**config.mk**
```make
export PLATFORM = sky130hd
export DESIGN_NAME = sar_ctrl
export DESIGN_NICKNAME = d
export VERILOG_FILES = /design/src/rtl/sar_pkg.sv /design/src/rtl/sar_edge_sync.sv /design/src/rtl/sar_trial.sv /design/src/rtl/sar_ctrl.sv
export SDC_FILE = /design/constraint.sdc
export NUM_CORES = 1
export LEC_CHECK = 0
export BUFFER_PORTS_ARGS = -buffer_cell sky130_fd_sc_hd__buf_4
export CAP_MARGIN = 20
export CORE_ASPECT_RATIO = 0.9
export CORE_UTILIZATION = 30
export CTS_CLUSTER_SIZE = 40
export DETAILED_ROUTE_END_ITERATION = 12
export MAX_ROUTING_LAYER = met4
export PLACE_DENSITY = 0.51
export SYNTH_ARGS = -nofsm -noshare
export SYNTH_HDL_FRONTEND = slang
export SYNTH_SLANG_ARGS = --single-unit
```
**constraint.sdc**
```tcl
create_clock -name clk -period 3.2 [get_ports clk]
set_input_delay 0.32 -clock clk [delete_from_list [all_inputs] [get_ports clk]]
set_output_delay 0.32 -clock clk [all_outputs]
set_load 0.05 [all_outputs]
```
**src/rtl/sar_pkg.sv**
```systemverilog
package sar_pkg;
    typedef enum logic [1:0] {
        ST_IDLE  = 2'd0,
        ST_CONV  = 2'd1,
        ST_PWRDN = 2'd2
    } sar_state_e;
endpackage

```
**src/rtl/sar_edge_sync.sv**
```systemverilog
module sar_edge_sync #(
    parameter int STAGES = 2
) (
    input  logic clk,
    input  logic rst_n,
    input  logic async_in,
    output logic rise_pulse
);
    logic [STAGES-1:0] sync_q;
    logic              prev_q;

    generate
        for (genvar g = 0; g < STAGES; g++) begin : g_stage
            if (g == 0) begin : g_first
                always_ff @(posedge clk or negedge rst_n) begin
                    if (!rst_n) sync_q[0] <= 1'b0;
                    else        sync_q[0] <= async_in;
                end
            end else begin : g_rest
                always_ff @(posedge clk or negedge rst_n) begin
                    if (!rst_n) sync_q[g] <= 1'b0;
                    else        sync_q[g] <= sync_q[g-1];
                end
            end
        end
    endgenerate

    always_ff @(posedge clk or negedge rst_n) begin
        if (!rst_n) prev_q <= 1'b0;
        else        prev_q <= sync_q[STAGES-1];
    end

    assign rise_pulse = sync_q[STAGES-1] & ~prev_q;
endmodule

```
**src/rtl/sar_trial.sv**
```systemverilog
module sar_trial #(
    parameter int WIDTH = 12
) (
    input  logic             clk,
    input  logic             rst_n,
    input  logic             load,
    input  logic             decide,
    input  logic             cmp_in,
    output logic [WIDTH-1:0] trial
);
    localparam logic [WIDTH-1:0] MSB_ONLY = {1'b1, {(WIDTH-1){1'b0}}};

    logic [WIDTH-1:0] ptr_q;

    always_ff @(posedge clk or negedge rst_n) begin
        if (!rst_n) begin
            trial <= '0;
            ptr_q <= '0;
        end else if (load) begin
            trial <= MSB_ONLY;
            ptr_q <= MSB_ONLY;
        end else if (decide) begin
            trial <= (cmp_in ? trial : (trial & ~ptr_q)) | (ptr_q >> 1);
            ptr_q <= ptr_q >> 1;
        end
    end
endmodule

```
**src/rtl/sar_ctrl.sv**
```systemverilog
module sar_ctrl
    import sar_pkg::*;
#(
    parameter int WIDTH       = 12,
    parameter int PAD_CYCLES  = 3,
    parameter int SYNC_STAGES = 2
) (
    input  logic             clk,
    input  logic             rst_n,
    input  logic             conv_start,
    input  logic             cs_n,
    input  logic             rd_n,
    input  logic             pwr_mode,
    input  logic             cmp_in,
    output logic             busy_n,
    output logic [WIDTH-1:0] dac_code,
    output logic             data_oe,
    output logic [WIDTH-1:0] data_q,
    output logic             result_valid
);
    localparam int CONV_CYCLES = 2 * WIDTH + PAD_CYCLES;
    localparam int CNT_W       = $clog2(CONV_CYCLES + 1);
    localparam logic [CNT_W-1:0] LAST_CNT   = CNT_W'(CONV_CYCLES - 1);
    localparam logic [CNT_W-1:0] DECIDE_END = CNT_W'(2 * WIDTH);

    sar_state_e       state_q, state_nx;
    logic [CNT_W-1:0] cnt_q;
    logic             start_pulse;
    logic             last_cycle;
    logic             decide;
    logic             load;
    logic             enter_pd;
    logic             finish;
    logic             dummy_q;
    logic [WIDTH-1:0] result_q;
    logic [WIDTH-1:0] trial;

    sar_edge_sync #(.STAGES(SYNC_STAGES)) u_sync (
        .clk        (clk),
        .rst_n      (rst_n),
        .async_in   (conv_start),
        .rise_pulse (start_pulse)
    );

    sar_trial #(.WIDTH(WIDTH)) u_trial (
        .clk    (clk),
        .rst_n  (rst_n),
        .load   (load),
        .decide (decide),
        .cmp_in (cmp_in),
        .trial  (trial)
    );

    assign last_cycle = (state_q == ST_CONV) && (cnt_q == LAST_CNT);
    assign decide     = (state_q == ST_CONV) && cnt_q[0] && (cnt_q < DECIDE_END);

    // Next-state logic
    always_comb begin
        state_nx = state_q;
        unique case (state_q)
            ST_IDLE: begin
                if (!pwr_mode && rd_n)  state_nx = ST_PWRDN;
                else if (start_pulse)   state_nx = ST_CONV;
            end
            ST_CONV: begin
                if (last_cycle) state_nx = ST_IDLE;
            end
            ST_PWRDN: begin
                if (pwr_mode) state_nx = ST_IDLE;
            end
            default: state_nx = ST_IDLE;
        endcase
    end

    assign load     = (state_q == ST_IDLE) && (state_nx == ST_CONV);
    assign enter_pd = (state_q == ST_IDLE) && (state_nx == ST_PWRDN);
    assign finish   = last_cycle;

    // State register
    always_ff @(posedge clk or negedge rst_n) begin
        if (!rst_n) state_q <= ST_IDLE;
        else        state_q <= state_nx;
    end

    // Cycle counter within a conversion
    always_ff @(posedge clk or negedge rst_n) begin
        if (!rst_n)                  cnt_q <= '0;
        else if (state_q != ST_CONV) cnt_q <= '0;
        else                         cnt_q <= cnt_q + 1'b1;
    end

    // Held result, valid flag and dummy tracking
    always_ff @(posedge clk or negedge rst_n) begin
        if (!rst_n) begin
            result_q     <= '0;
            result_valid <= 1'b0;
            dummy_q      <= 1'b0;
        end else if (enter_pd) begin
            result_q     <= '0;
            result_valid <= 1'b0;
            dummy_q      <= 1'b1;
        end else if (finish) begin
            if (dummy_q) begin
                dummy_q <= 1'b0;
            end else begin
                result_q     <= trial;
                result_valid <= 1'b1;
            end
        end
    end

    // Output logic
    always_comb begin
        busy_n   = (state_q != ST_CONV);
        dac_code = trial;
        data_oe  = !cs_n && !rd_n && (state_q == ST_IDLE);
        data_q   = data_oe ? result_q : '0;
    end
endmodule

```
# Word-level counts from Yosys, hierarchy flattened
# Index checks and enable logic that the tools add are counted.
[classes]
add_sub_neg = 1
bitwise = 5
n_mux = 20
reduce_logical = 15
eq_ne = 7
n_lt_le_gt_ge = 1
[ops]
columns = ["cell", "count"]
rows = [
  ["12-bit two-way mux", 9],
  ["12-bit AND", 1],
  ["12-bit NOT", 1],
  ["12-bit by 11-bit OR with 12-bit output", 1],
  ["1-bit logical AND", 8],
  ["2-bit two-way mux", 4],
  ["2-bit case mux with 3 select lines", 1],
  ["5-bit by 1-bit adder with 5-bit output, second input constant", 1],
  ["5-bit == test, second input constant", 1],
  ["5-bit < comparator, second input constant", 1],
  ["1-bit two-way mux", 5],
  ["5-bit two-way mux", 1],
  ["2-bit by 1-bit == test with 1-bit output, second input constant", 2],
  ["2-bit == test, second input constant", 2],
  ["2-bit nonzero test", 2],
  ["1-bit zero test", 3],
  ["2-bit zero test", 1],
  ["2-bit by 1-bit != test with 1-bit output, second input constant", 1],
  ["2-bit != test, second input constant", 1],
  ["2-bit AND reduction", 1],
  ["1-bit AND", 1],
  ["1-bit NOT", 1],
]
[word_totals]
output_inout_bits = 27
in_bits = 7
regBits = 48
elab_cells = 59

# Longest topological paths before layout
[logic_depth]
word_depth = 9
depth_mapped = 8
mapped_depth_nobuf = 5

# Hierarchy
# From an unflattened synthesis, not the netlist that was laid out.
[unflattened]
cells_unflattened = 200
hier_area_um2 = 2218.4
[modules_own_cells]
columns = ["mod", "area_each_um2", "n_inst", "seq_area_each_um2", "cells_per_inst"]
rows = [
  ["sar_trial", 1077.3, 1, 600.6, 91],
  ["sar_ctrl", 1052.3, 1, 525.5, 105],
  ["sar_edge_sync", 88.8, 1, 75.1, 4],
]

# Worst setup path before layout
# OpenSTA, ideal clock, no wires.
[synth_timing]
path_kind = "reg-to-output"
start = "register state_q[0]"
end = "output data_q[10]"
path_slack_ns = 0.940
path_stages_with_launch = 4
arrival_time_ns = 1.940
path_buffers = 1
t_required_ns = 2.880
path_cell_list = "dfrtp_1 > nor4_1 > clkbuf_1 > and2_1"
[synth_via]
elab_chain_len = 3
[synth_rtl]
columns = ["element", "line_no", "text"]
rows = [
  ["start, declared", "sar_ctrl.sv:26", "sar_state_e state_q, state_nx;"],
  ["start signal, assigned", "sar_ctrl.sv:82", "else state_q <= state_nx;"],
  ["2-bit zero test", "sar_ctrl.sv:116", "data_oe = !cs_n && !rd_n && (state_q == ST_IDLE);"],
  ["1-bit logical AND", "sar_ctrl.sv:116", ""],
  ["via data_oe", "sar_ctrl.sv:17", "output logic data_oe,"],
  ["12-bit two-way mux", "sar_ctrl.sv:117", "data_q = data_oe ? result_q : '0;"],
  ["end, declared", "sar_ctrl.sv:18", "output logic [WIDTH-1:0] data_q,"],
]
# The timed path passes the listed nets, and every way through them passes these cells.

# Worst setup path after layout
[layout_timing]
start = "register cnt_q[0]"
end = "register result_q[4]"
[layout_via]
elab_chain_len = 8
elab_cells_between_ends = 10
cone_classes = "eq/ne: 3; mux: 3; reduce/logical: 4"
[layout_rtl]
columns = ["element", "line_no", "text"]
rows = [
  ["start, declared", "sar_ctrl.sv:27", "logic [CNT_W-1:0] cnt_q;"],
  ["start signal, assigned", "sar_ctrl.sv:89", "else cnt_q <= cnt_q + 1'b1;"],
  ["5-bit == test (*)", "sar_ctrl.sv:54", "assign last_cycle = (state_q == ST_CONV) && (cnt_q == LAST_CNT);"],
  ["1-bit logical AND (*)", "sar_ctrl.sv:54", ""],
  ["2-bit two-way mux", "sar_ctrl.sv:66", "if (last_cycle) state_nx = ST_IDLE;"],
  ["2-bit case mux with 3 select lines", "sar_ctrl.sv:60", "unique case (state_q)"],
  ["2-bit == test", "sar_ctrl.sv:76", "assign enter_pd = (state_q == ST_IDLE) && (state_nx == ST_PWRDN);"],
  ["1-bit logical AND", "sar_ctrl.sv:76", ""],
  ["2-bit != test (no source line) / 2-bit nonzero test (equally long branches)", "--", ""],
  ["2-bit AND reduction (no source line)", "--", ""],
  ["end signal, assigned", "sar_ctrl.sv:106", "result_q <= trial;"],
  ["end, declared", "sar_ctrl.sv:35", "logic [WIDTH-1:0] result_q;"],
]
# Every way passes the cells marked *; elsewhere a longest branch is shown, timed or not.
# A chain may end at the register's enable or synchronous reset.

==> flow_summary_export.csv <==
group,metric,value,unit
logic_synthesis,ys_warn_count,0,
final_layout,fillCellCount,721,
detailed_routing,wl_per_cell,14.06,um
global_route,grt_pass1_vias,1565,
setup_path,critical_path.top_delay_family,"buffers and inverters",
setup_path,r2r-start,"cnt_q[0]",
placement,dp_cells,327,
logic_synthesis,synthCells,215,
detailed_routing,via_per_inst,4.830,
logic_synthesis,async_flop_share,100.0,%
placement,finalWeightedCongestion,0.7308,
clock_network,clkLatencyLatePin,0.31,ns
clock_network,clock_path_buffers,2,
sta,setup_ws,0.9960,ns
run,cap_violations,0,
pwr,vdd_drop_max,0.2035,mV
placement,dpl_cell_area,2549,um^2
global_route,grt_pass1_wl,7955,um
global_route,grt_max_degree,49,
setup_path,crit_start,"cnt_q[0]",
sta,hold_viol_final,0,
floorplanning,row_count,29,
sta,max_freq,453.7,MHz
setup_path,endpoint_kind,"flip-flop",
logic_synthesis,synth_top_area_share,53.19,%
final_layout,final_common_cell,"dfrtp_1",
pwr,leakage,1.180,nW
clock_network,ctsHoldBuffers,0,
global_route,track_usage,13.30,%
final_layout,final-seq-area,1201,um^2
detailed_routing,drc_errors,0,
final_layout,nets,251,
clock_network,cts_tree,"done",
floorplanning,pin_count,34,
placement,place_hpwl,3126,um
final_layout,drive_gt1_share,22.31,%
clock_network,cts_resized,0,
setup_path,arrival,2.43,ns
global_route,gr-total-overflow,0,
detailed_routing,drtAntennaViolNets,0,
final_layout,final_cell_mix,"48 x dfrtp_1, 35 x buf_4, 25 x inv_1, 16 x a21oi_1, 14 x nand2_1",
setup_path,worstPathBufferInverterCount,2,
placement,numPortBuffers,33,
pwr,power.total,2.173,mW
final_layout,stdcell_area,2693,um^2
final_layout,post-route-util,37.67,%
sta,min_period_over_period,68.88,%
detailed_routing,drtPass1Iterations,4,
sta,setup_viol,0,
logic_synthesis,syn_nets,224,
setup_path,crit_chain,"inv_1 > ha_1 > nand4b_1 > nor3_4 > buf_4 > mux2i_1",
logic_synthesis,ys_ff_latch,48,
sta,holdWs,0.004124,ns
placement,dp_slack,1.034,ns
setup_path,slowest_stage,"dfrtp_1",
floorplanning,die-height,84.31,um
setup_path,crit_path_max_incr_delay,0.60,ns
sta,maxSlewHeadroom,50.14,%
sta,fin_skew,0.01516,ns
sta,period_needed,2.204,ns
clock_network,postCtsSetupBuffers,0,
logic_synthesis,synth_edf_count,0,
detailed_routing,drt-initial-drc-count,56,
final_layout,layout.cells.non_filler,335,
floorplanning,dieWidth,93.46,um
sta,slew_violations,0,
floorplanning,dieArea,7879,um^2
hold_path,hp-class,"in -> async",
clock_network,clock-sinks,48,
setup_path,crit_type,"reg -> reg",
setup_path,required,3.42,ns
setup_path,cp-start-kind,"flip-flop",
clock_network,ctsRootBufferMaster,"clkbuf_8",
setup_path,rr_worst_depth,6,
setup_path,critical_path.max_fanout,18,
final_layout,antennaDiodeCount,0,
logic_synthesis,yosys-top-cells-area,"dfrtp_1 53%, mux2i_1 5.3%, o41ai_1 4.3%, inv_1 4.2%, o31ai_1 3.7%",
logic_synthesis,synth_ff_type,"dfrtp_1",
logic_synthesis,yosysUniqueCellTypes,34,
clock_network,cts-buffers-inserted,5,
clock_network,path_clk_slew,0.09,ns
sta,fin_setup_tns,0,ns
detailed_routing,vias,1618,
logic_synthesis,avgSynthCellArea,10.50,um^2
global_route,antenna_found_initial,0,
pwr,powerDensity,806.9,nW/um^2
floorplanning,initial_core_util,31.59,%
final_layout,multi_input_area,870.8,um^2
logic_synthesis,synth_top_area_cell,"dfrtp_1",
logic_synthesis,syn_area,2258,um^2
run_status,status,"finished clean",
setup_path,reg2reg_slack,1.0,ns
sta,rsz0062_at_grt,"no",
sta,worst_slew_pin_slew,0.7462,ns
floorplanning,core_area,7148,um^2
detailed_routing,drt_wl_total,4709,um
setup_path,timing.rr.end,"result_q[4]",
logic_synthesis,ys_seq_area_share,53.19,%
clock_network,htreeDepth,2,
final_layout,area_growth,19.22,%
==> power by group <==
part	leakage, nW	internal, mW	switching (mW)	total, mW
combinational	0.477	0.246	0.512	0.758
clock	0.0642	0.308	0.200	0.508
sequential	0.639	0.748	0.159	0.907
total	1.18	1.30	0.871	2.17
==> worst register-to-register path: stages (launching register included) <==
cell and delay [ns]:
dfrtp_1 0.60, inv_1 0.41, ha_1 0.21, nand4b_1 0.22, nor3_4 0.21, buf_4 0.26, mux2i_1 0.22
==> state kept, by name, summed over array words and instances (netlist names) <==
signal         cells
dummy_q            1
result_q          12
u_trial.ptr_q     12
u_trial.trial     12
result_valid       1
u_sync.prev_q      1
state_q            2
cnt_q              5
u_sync.sync_q      2
==> metal layers <==
layer  GRT usage (%)  vias to the layer above  routed length, um
li1                -                      798                  -
met1           18.05                      787               2447
met2           19.25                       27               2042
met3           3.080                        6                143
met4           5.035                        0                 76
met5               -                        -                  0
==> Yosys cell counts (all sizes together) (2+ instances only) <==
master   n
nand4   12
mux2i   12
o31ai   11
or4b     2
nor2     6
clkbuf   8
nand3    3
nor3     2
nand2   14
xor2     2
and2    14
a21oi   23
buf      8
inv     26
a21o     2
ha       2
o41ai   11
dfrtp   48
==> worst max path at each step <==
stage,end,cells past startpoint
final,result_q[4],6
after global routing,result_q[3],6
after CTS,result_q[4],6
after detailed placement,result_q[4],6
after global placement,result_q[5],6
after floorplan,data_q[10],3
==> area by class of cell <==
class / count / share of cell area, %
tap: 93 / 4.322
multi-input combinational: 125 / 32.34
clock inverter: 2 / 2.230
clock buffer: 5 / 2.556
sequential: 48 / 44.61
timing repair buffer: 36 / 10.32
inverter: 26 / 3.625
==> kinds of logic after synthesis <==
family	count (synthesis)	share of synthesized area, %
AOI/OAI and AO/OA	50	16.12
xor gates and xnor gates	3	1.164
adders and majority gates	2	1.108
buffers and inverters	42	8.254
DFF	48	53.19
muxes	12	5.319
and+or+nand+nor	58	14.85
Note: power is estimated with default switching activity, not from simulation.
